[config.mk]
export PLATFORM = sky130hd
export DESIGN_NAME = actctr_bank
export DESIGN_NICKNAME = d
export VERILOG_FILES = /design/src/rtl/actctr_pkg.sv /design/src/rtl/actctr_tick_sync.sv /design/src/rtl/actctr_snap_timer.sv /design/src/rtl/actctr_counters.sv /design/src/rtl/actctr_latch_bank.sv /design/src/rtl/actctr_bank.sv
export SDC_FILE = /design/constraint.sdc
export NUM_CORES = 2
export LEC_CHECK = 0
export BUFFER_PORTS_ARGS = -buffer_cell sky130_fd_sc_hd__buf_2
export CAP_MARGIN = 20
export CORE_MARGIN = 3
export CORE_UTILIZATION = 65
export CTS_CLUSTER_DIAMETER = 30
export DETAILED_ROUTE_END_ITERATION = 7
export PLACE_DENSITY_LB_ADDON = 0.05
export SLEW_MARGIN = 15
export SYNTH_ARGS = -nofsm -noshare
export SYNTH_HDL_FRONTEND = slang
export SYNTH_SLANG_ARGS = --single-unit
[constraint.sdc]
create_clock -name clk -period 4.5 [get_ports clk]
set_clock_uncertainty 0.05 [all_clocks]
set_input_delay 0.45 -clock clk [delete_from_list [all_inputs] [get_ports clk]]
set_output_delay 0.45 -clock clk [all_outputs]
set_load 0.02 [all_outputs]
[src/rtl/actctr_pkg.sv]
package actctr_pkg;
    // Fixed event classes; the position is the counter index and the read index
    typedef enum logic [2:0] {
        EV_FP     = 3'd0,
        EV_ATOMIC = 3'd1,
        EV_BRANCH = 3'd2,
        EV_INT    = 3'd3,
        EV_LDST   = 3'd4,
        EV_SIMD   = 3'd5,
        EV_MISC   = 3'd6
    } ev_class_e;

    localparam int NUM_CLASSES = 7;
    localparam int NUM_CTRS    = NUM_CLASSES + 1;  // classes plus the total
    localparam int TOTAL_IDX   = NUM_CLASSES;
endpackage

[src/rtl/actctr_tick_sync.sv]
module actctr_tick_sync (
    input  logic clk,
    input  logic rst_n,
    input  logic tick_i,
    output logic strobe_o
);
    typedef struct packed {
        logic [2:0] sh;   // [0],[1] synchronizer, [2] edge history
    } st_t;

    st_t st_d, st_q;

    always_comb begin
        st_d    = st_q;
        st_d.sh = {st_q.sh[1:0], tick_i};
    end

    always_ff @(posedge clk or negedge rst_n) begin
        if (!rst_n) st_q <= '0;
        else        st_q <= st_d;
    end

    assign strobe_o = st_q.sh[1] & ~st_q.sh[2];

    // a strobe never lasts two cycles
    a_r6_single_strobe: assert property (@(posedge clk) disable iff (!rst_n)
        strobe_o |=> !strobe_o);
endmodule

[src/rtl/actctr_snap_timer.sv]
module actctr_snap_timer #(
    parameter int DIV_W = 16
) (
    input  logic             clk,
    input  logic             rst_n,
    input  logic             strobe_i,
    input  logic [DIV_W-1:0] div_i,
    input  logic             req_i,
    output logic             snap_o
);
    typedef struct packed {
        logic [DIV_W-1:0] cnt;
    } st_t;

    st_t  st_d, st_q;
    logic period_hit;

    always_comb begin
        st_d       = st_q;
        period_hit = strobe_i && (div_i != '0) && (st_q.cnt >= div_i - DIV_W'(1));
        if (div_i == '0) begin
            st_d.cnt = '0;
        end else if (strobe_i) begin
            st_d.cnt = period_hit ? '0 : st_q.cnt + DIV_W'(1);
        end
    end

    always_ff @(posedge clk or negedge rst_n) begin
        if (!rst_n) st_q <= '0;
        else        st_q <= st_d;
    end

    assign snap_o = period_hit | req_i;

    // with a zero period only a manual request can trigger
    a_r7_zero_div_quiet: assert property (@(posedge clk) disable iff (!rst_n)
        (div_i == '0 && !req_i) |-> !snap_o);
    // periodic snapshots only land on a tick strobe
    a_r6_on_strobe: assert property (@(posedge clk) disable iff (!rst_n)
        (snap_o && !req_i) |-> strobe_i);
endmodule

[src/rtl/actctr_counters.sv]
module actctr_counters #(
    parameter int NUM_EV = 7,
    parameter int CNT_W  = 64,
    localparam int NCTR  = NUM_EV + 1
) (
    input  logic                       clk,
    input  logic                       rst_n,
    input  logic [NUM_EV-1:0]          evt_i,
    output logic [NCTR-1:0][CNT_W-1:0] cnt_o
);
    typedef struct packed {
        logic [NCTR-1:0][CNT_W-1:0] cnt;
    } st_t;

    st_t st_d, st_q;

    always_comb begin
        st_d = st_q;
        for (int i = 0; i < NUM_EV; i++) begin
            if (evt_i[i]) st_d.cnt[i] = st_q.cnt[i] + CNT_W'(1);
        end
        st_d.cnt[NUM_EV] = st_q.cnt[NUM_EV] + CNT_W'($countones(evt_i));
    end

    always_ff @(posedge clk or negedge rst_n) begin
        if (!rst_n) st_q <= '0;
        else        st_q <= st_d;
    end

    assign cnt_o = st_q.cnt;

    generate
        for (genvar g = 0; g < NUM_EV; g++) begin : g_chk
            // a class counter moves by at most one per cycle
            a_r2_class_step: assert property (@(posedge clk) disable iff (!rst_n)
                (st_q.cnt[g] - $past(st_q.cnt[g])) <= CNT_W'(1));
        end
    endgenerate

    // the total moves by at most the number of classes per cycle
    a_r3_total_step: assert property (@(posedge clk) disable iff (!rst_n)
        (st_q.cnt[NUM_EV] - $past(st_q.cnt[NUM_EV])) <= CNT_W'(NUM_EV));
endmodule

[src/rtl/actctr_latch_bank.sv]
module actctr_latch_bank #(
    parameter int NCTR  = 8,
    parameter int CNT_W = 64,
    parameter int SEQ_W = 16
) (
    input  logic                       clk,
    input  logic                       rst_n,
    input  logic                       snap_i,
    input  logic [NCTR-1:0][CNT_W-1:0] cnt_i,
    output logic [NCTR-1:0][CNT_W-1:0] lat_o,
    output logic [SEQ_W-1:0]           seq_o
);
    typedef struct packed {
        logic [NCTR-1:0][CNT_W-1:0] lat;
        logic [SEQ_W-1:0]           seq;
    } st_t;

    st_t st_d, st_q;

    always_comb begin
        st_d = st_q;
        if (snap_i) begin
            st_d.lat = cnt_i;
            st_d.seq = st_q.seq + SEQ_W'(1);
        end
    end

    always_ff @(posedge clk or negedge rst_n) begin
        if (!rst_n) st_q <= '0;
        else        st_q <= st_d;
    end

    assign lat_o = st_q.lat;
    assign seq_o = st_q.seq;

    // the image only changes on a snapshot
    a_r4_hold_image: assert property (@(posedge clk) disable iff (!rst_n)
        !snap_i |=> $stable(st_q.lat));
    // every snapshot advances the sequence by one, wrapping
    a_r9_seq_step: assert property (@(posedge clk) disable iff (!rst_n)
        snap_i |=> (st_q.seq == SEQ_W'($past(st_q.seq) + SEQ_W'(1))));
endmodule

[src/rtl/actctr_bank.sv]
module actctr_bank
    import actctr_pkg::*;
#(
    parameter int CNT_W = 64,
    parameter int DIV_W = 16,
    parameter int SEQ_W = 16,
    parameter int IDX_W = $clog2(NUM_CTRS) + 1
) (
    input  logic                   clk,
    input  logic                   rst_n,
    input  logic [NUM_CLASSES-1:0] evt_i,
    input  logic                   gtick_i,
    input  logic [DIV_W-1:0]       os_div_i,
    input  logic [DIV_W-1:0]       app_div_i,
    input  logic                   os_snap_i,
    input  logic                   app_snap_i,
    input  logic                   rd_bank_i,
    input  logic [IDX_W-1:0]       rd_idx_i,
    output logic [CNT_W-1:0]       rd_data_o,
    output logic [SEQ_W-1:0]       os_seq_o,
    output logic [SEQ_W-1:0]       app_seq_o
);
    localparam int NBANK = 2;

    logic                           strobe;
    logic [NUM_CTRS-1:0][CNT_W-1:0] live;
    logic [DIV_W-1:0]               div_a  [NBANK];
    logic                           req_a  [NBANK];
    logic                           snap_a [NBANK];
    logic [NUM_CTRS-1:0][CNT_W-1:0] lat_a  [NBANK];
    logic [SEQ_W-1:0]               seq_a  [NBANK];

    assign div_a[0] = os_div_i;
    assign div_a[1] = app_div_i;
    assign req_a[0] = os_snap_i;
    assign req_a[1] = app_snap_i;

    actctr_tick_sync u_sync (
        .clk      (clk),
        .rst_n    (rst_n),
        .tick_i   (gtick_i),
        .strobe_o (strobe)
    );

    actctr_counters #(.NUM_EV(NUM_CLASSES), .CNT_W(CNT_W)) u_ctrs (
        .clk   (clk),
        .rst_n (rst_n),
        .evt_i (evt_i),
        .cnt_o (live)
    );

    generate
        for (genvar b = 0; b < NBANK; b++) begin : g_bank
            actctr_snap_timer #(.DIV_W(DIV_W)) u_timer (
                .clk      (clk),
                .rst_n    (rst_n),
                .strobe_i (strobe),
                .div_i    (div_a[b]),
                .req_i    (req_a[b]),
                .snap_o   (snap_a[b])
            );
            actctr_latch_bank #(.NCTR(NUM_CTRS), .CNT_W(CNT_W), .SEQ_W(SEQ_W)) u_latch (
                .clk    (clk),
                .rst_n  (rst_n),
                .snap_i (snap_a[b]),
                .cnt_i  (live),
                .lat_o  (lat_a[b]),
                .seq_o  (seq_a[b])
            );
        end
    endgenerate

    assign os_seq_o  = seq_a[0];
    assign app_seq_o = seq_a[1];

    typedef struct packed {
        logic [CNT_W-1:0] rd;
    } rd_st_t;

    rd_st_t                         rd_d, rd_q;
    logic [NUM_CTRS-1:0][CNT_W-1:0] sel_bank;

    always_comb begin
        rd_d     = '0;
        sel_bank = rd_bank_i ? lat_a[1] : lat_a[0];
        for (int k = 0; k < NUM_CTRS; k++) begin
            if (rd_idx_i == IDX_W'(k)) rd_d.rd = sel_bank[k];
        end
    end

    always_ff @(posedge clk or negedge rst_n) begin
        if (!rst_n) rd_q <= '0;
        else        rd_q <= rd_d;
    end

    assign rd_data_o = rd_q.rd;

    // an index past the last counter reads as zero
    a_r8_oob_zero: assert property (@(posedge clk) disable iff (!rst_n)
        ($past(rd_idx_i) >= IDX_W'(NUM_CTRS)) |-> (rd_data_o == '0));
    // a bank whose trigger is idle keeps its sequence number
    a_r5_os_idle: assert property (@(posedge clk) disable iff (!rst_n)
        !snap_a[0] |=> $stable(os_seq_o));
    a_r5_app_idle: assert property (@(posedge clk) disable iff (!rst_n)
        !snap_a[1] |=> $stable(app_seq_o));
endmodule

==> summary.md <==
| Metric | Value |
|---|---|
| Hold Buf Count CTS | 9 |
| Area leader, netlist | dfrtp_1 |
| Setup_tns | 0 ns |
| Clk sinks | 1667 |
| Largest cells by area after synthesis | dfrtp_1 (56%), mux2_2 (9.2%), mux2i_1 (6.7%) |
| Critical Path RT | 5.22 ns |
| Xor/xnor share of the synthesized area | around 6.6% |
| Setup WS pre-CTS | around 0.15 ns |
| GRT Util Overall | 32.09% |
| Area growth syn-to-layout | 19.88% |
| Fmax | between 200 and 250 MHz |
| Post-CTS resize count | 0 |
| Initial DRC Count | ~3400 |
| Adder-Cell Fraction of Synth Area | 1.046% |
| Crit path max fanout | 7 |
| Synthesized Nets | roughly 5800 |
| Largest net degree at the start of global routing | roughly 140 |
| Routability cong. | approximately 0.86 |
| Ys flop type | dfrtp_1 |
| Post CTS Setup Buffer Count | 0 |
| IO Count | ~150 |
| DP Cell Count | approximately 7300 |
| Wire per inst | around 24 µm |
| Static leakage | about 43 nW |
| Die height | 344.9 µm |
| Initial antenna violation count | 10 |
| Sequential cell area fraction in the yosys report | a little under three fifths |
| CTS max path bufs | 4 |
| Final Non-Filler Cells | between 7000 and 8000 |
| Max Slew Vio Count | 0 |
| Startpoint types | input port |
| Largest family of logic cells by synthesized area | multiplexers |
| Layout cells sized above 1 | 23.84% |
| Final HPWL DP | ~130000 µm |
| Worst skew pair latency | about 0.88 ns |
| Vias | about 49000 |
| Status | finished, final reports clean |
| Power per Cell Area | between 400 and 500 nW/µm² |
| DR vias/cell | 6.138 |
| Row cnt | 123 |
| Post-layout util | 79.03% |
| Fin. Hold Viols | 0 |
| Ys async rst share | between 90% and 100% |
| Grt ovf | 0 |
| Worst-path clk slew | 0.05 ns |
| Compound-Gate Fraction of Synth Area | 3.457% |
| Hold Path Class | input port to asynchronous set/reset pin |
| Synth Instances | 5728 |
| Post-DRT Antenna Nets | 0 |
| Worst slew margin | a little under a fifth |
| CP Class | input port to flip-flop |
| Port bufs | 144 |
| Worst Setup SP | evt_i[6] |
| Die X | around 340 µm |
| Commonest cells post-synth | dfrtp_1 (1667), mux2_2 (610), mux2i_1 (501) |
| DRT Pass-1 Iters | 5 |
| Worst-Margin Slew | about 1.2 ns |
| Synth top area share | between 50% and 60% |
| Drt drc | 0 |
| Final nets | 6266 |
| Critical Path AT | 4.91 ns |
| Most common cell in the netlist | dfrtp_1 |
| Post-route minimum period | 4.194 ns |
| Worst reg2reg startpoint | u_ctrs.cnt_o[384] |
| Syn avg cell area | 13.04 µm² |
| Post-synth EDFFs | 0 |
| DIE AREA | 119000 µm² |
| TritonCTS clock tree | built |
| Endpoints failing setup | 0 |
| First-pass GRT wire length | between 200000 and 300000 µm |
| Worst hold slack | ~0.13 ns |
| Core Region | about 110000 µm² |
| Clock H-tree levels | 5 |
| Synthesized flop and latch total | ~1700 |
| Setup WS post-layout | 0.3062 ns |
| Crit end category | flip-flop |
| Mapped cell area | between 70000 and 80000 µm² |
| Warnings, synthesis | 0 |
| Post-Synth Simple-Gate Area | 8.246% |
| Unique cell type count in the Yosys netlist | between 60 and 70 |
| Total of max-cap violations | 0 |
| Num CTS Buffers | around 340 |
| Routed WL | ~190000 µm |
| Peak supply drop | approximately 0.5 mV |
| RSZ-0062 raised after global routing | false |
| Final worst path period share | ~93% |
| Root buffer cell | clkbuf_16 |
| Fraction of synthesized area in multiplexers | 22.40% |
| Vias in the first global route | between 50000 and 60000 |
| Starting Density | 65.93% |
layout by cell type (no fill, tap or decap), drive strengths merged, types with 9 or more instances in the layout:
cell         Yosys  final
a211oi          10     10
and2            31     31
nand2b           9      9
o22ai          186    186
nor4            36     36
xor2           168    168
nor2           194    194
a31oi           12     12
nand2          236    236
dfrtp         1667   1667
o221ai          64     64
nor3           113    113
nand4          146    146
nand3          210    210
clkinv           0     66
ha              56     56
buf            136    346
and4            55     55
xnor2          395    395
and3            92     92
a21oi           26     26
a21o            10     10
clkinvlp         0     38
or3             10     10
bufinv           0     38
clkbuf         128    430
mux2          1040   1040
inv             75     89
nor2b           16     16
dlygate4sd3      0      9
mux2i          501    501
o21ai           37     37
per-stage QoR:
stage          cell area [µm²]  total power [mW]
6_report                 89520             44.37
4_1_cts                  89520             44.62
3_5_place_dp             78170             20.08
5_1_grt                  89520             45.78
3_3_place_gp             78170             19.95
2_1_floorplan            74670             18.75
state kept, by name, summed over array words and instances (netlist names):
| name | count |
|---|---|
| g_bank.u_latch.lat_o | 1024 |
| u_ctrs.cnt_o | 512 |
| g_bank.u_timer.st_q | 32 |
| g_bank.u_latch.seq_o | 32 |
| rd_data_o | 64 |
| u_sync.st_q | 3 |
final cells by class:
| type | count | area (µm²) |
|---|---|---|
| timing repair buffer | 355 | 3128 |
| clock inverter | 156 | 1961 |
| inverter | 75 | 281.5 |
| tap | 1500 | 1877 |
| sequential | 1667 | 41720 |
| antenna | 2 | 5.005 |
| clock buffer | 430 | 9299 |
| multi-input combinational | 3722 | 31260 |
| fill | 6688 | 23750 |
worst max-delay path, stage by stage:
cell,delay [ns]
dlygate4sd3_1,0.69
buf_2,0.27
inv_1,0.09
fa_1,0.54
inv_1,0.04
ha_1,0.22
fa_1,0.38
xor2_1,0.18
ha_1,0.30
a21o_1,0.13
a21oi_1,0.07
buf_4,0.18
or3b_2,0.62
buf_4,0.22
nor4_1,0.31
xor2_1,0.20
cell families (layout without fill, tap and decap cells):
logic type,Yosys count,after routing
flops,1667,1667
fa+ha+maj,60,60
compound gates,381,381
xor+xnor,563,563
buf+inv,339,1016
simple gates,1177,1177
mux,1541,1541
other cells,0,2
worst paths after layout:
kind                            slack, ns                         end  cells past startpoint
worst max-delay path                 0.31           u_ctrs.cnt_o[508]                     16
worst min register to register       0.30              u_sync.st_q[1]                      0
max in group asynchronous            2.91           u_ctrs.cnt_o[242]                      3
worst max register to register       1.24           u_ctrs.cnt_o[440]                      8
min in group clk                     0.15  g_bank[0].u_latch.seq_o[2]                      3
worst min-delay path                 0.13  g_bank[0].u_timer.st_q[15]                      2
layer usage:
metal	share of wire [%]	GRT usage [%]	vias up
met2	47	49.91	1375
met5	0.016	0	-
met3	6.1	6.251	385
met4	3.5	12.34	6
met1	44	45.13	25190
li1	-	-	21579
power breakdown:
| part | total (mW) | internal [mW] | leakage (nW) | switching [mW] |
|---|---|---|---|---|
| clock network | 24.5 | 16.7 | 5.44 | 7.80 |
| logic | 3.17 | 1.45 | 15.5 | 1.71 |
| registers | 16.7 | 15.9 | 22.6 | 0.832 |
No activity file was read; power rests on OpenSTA's default activity.
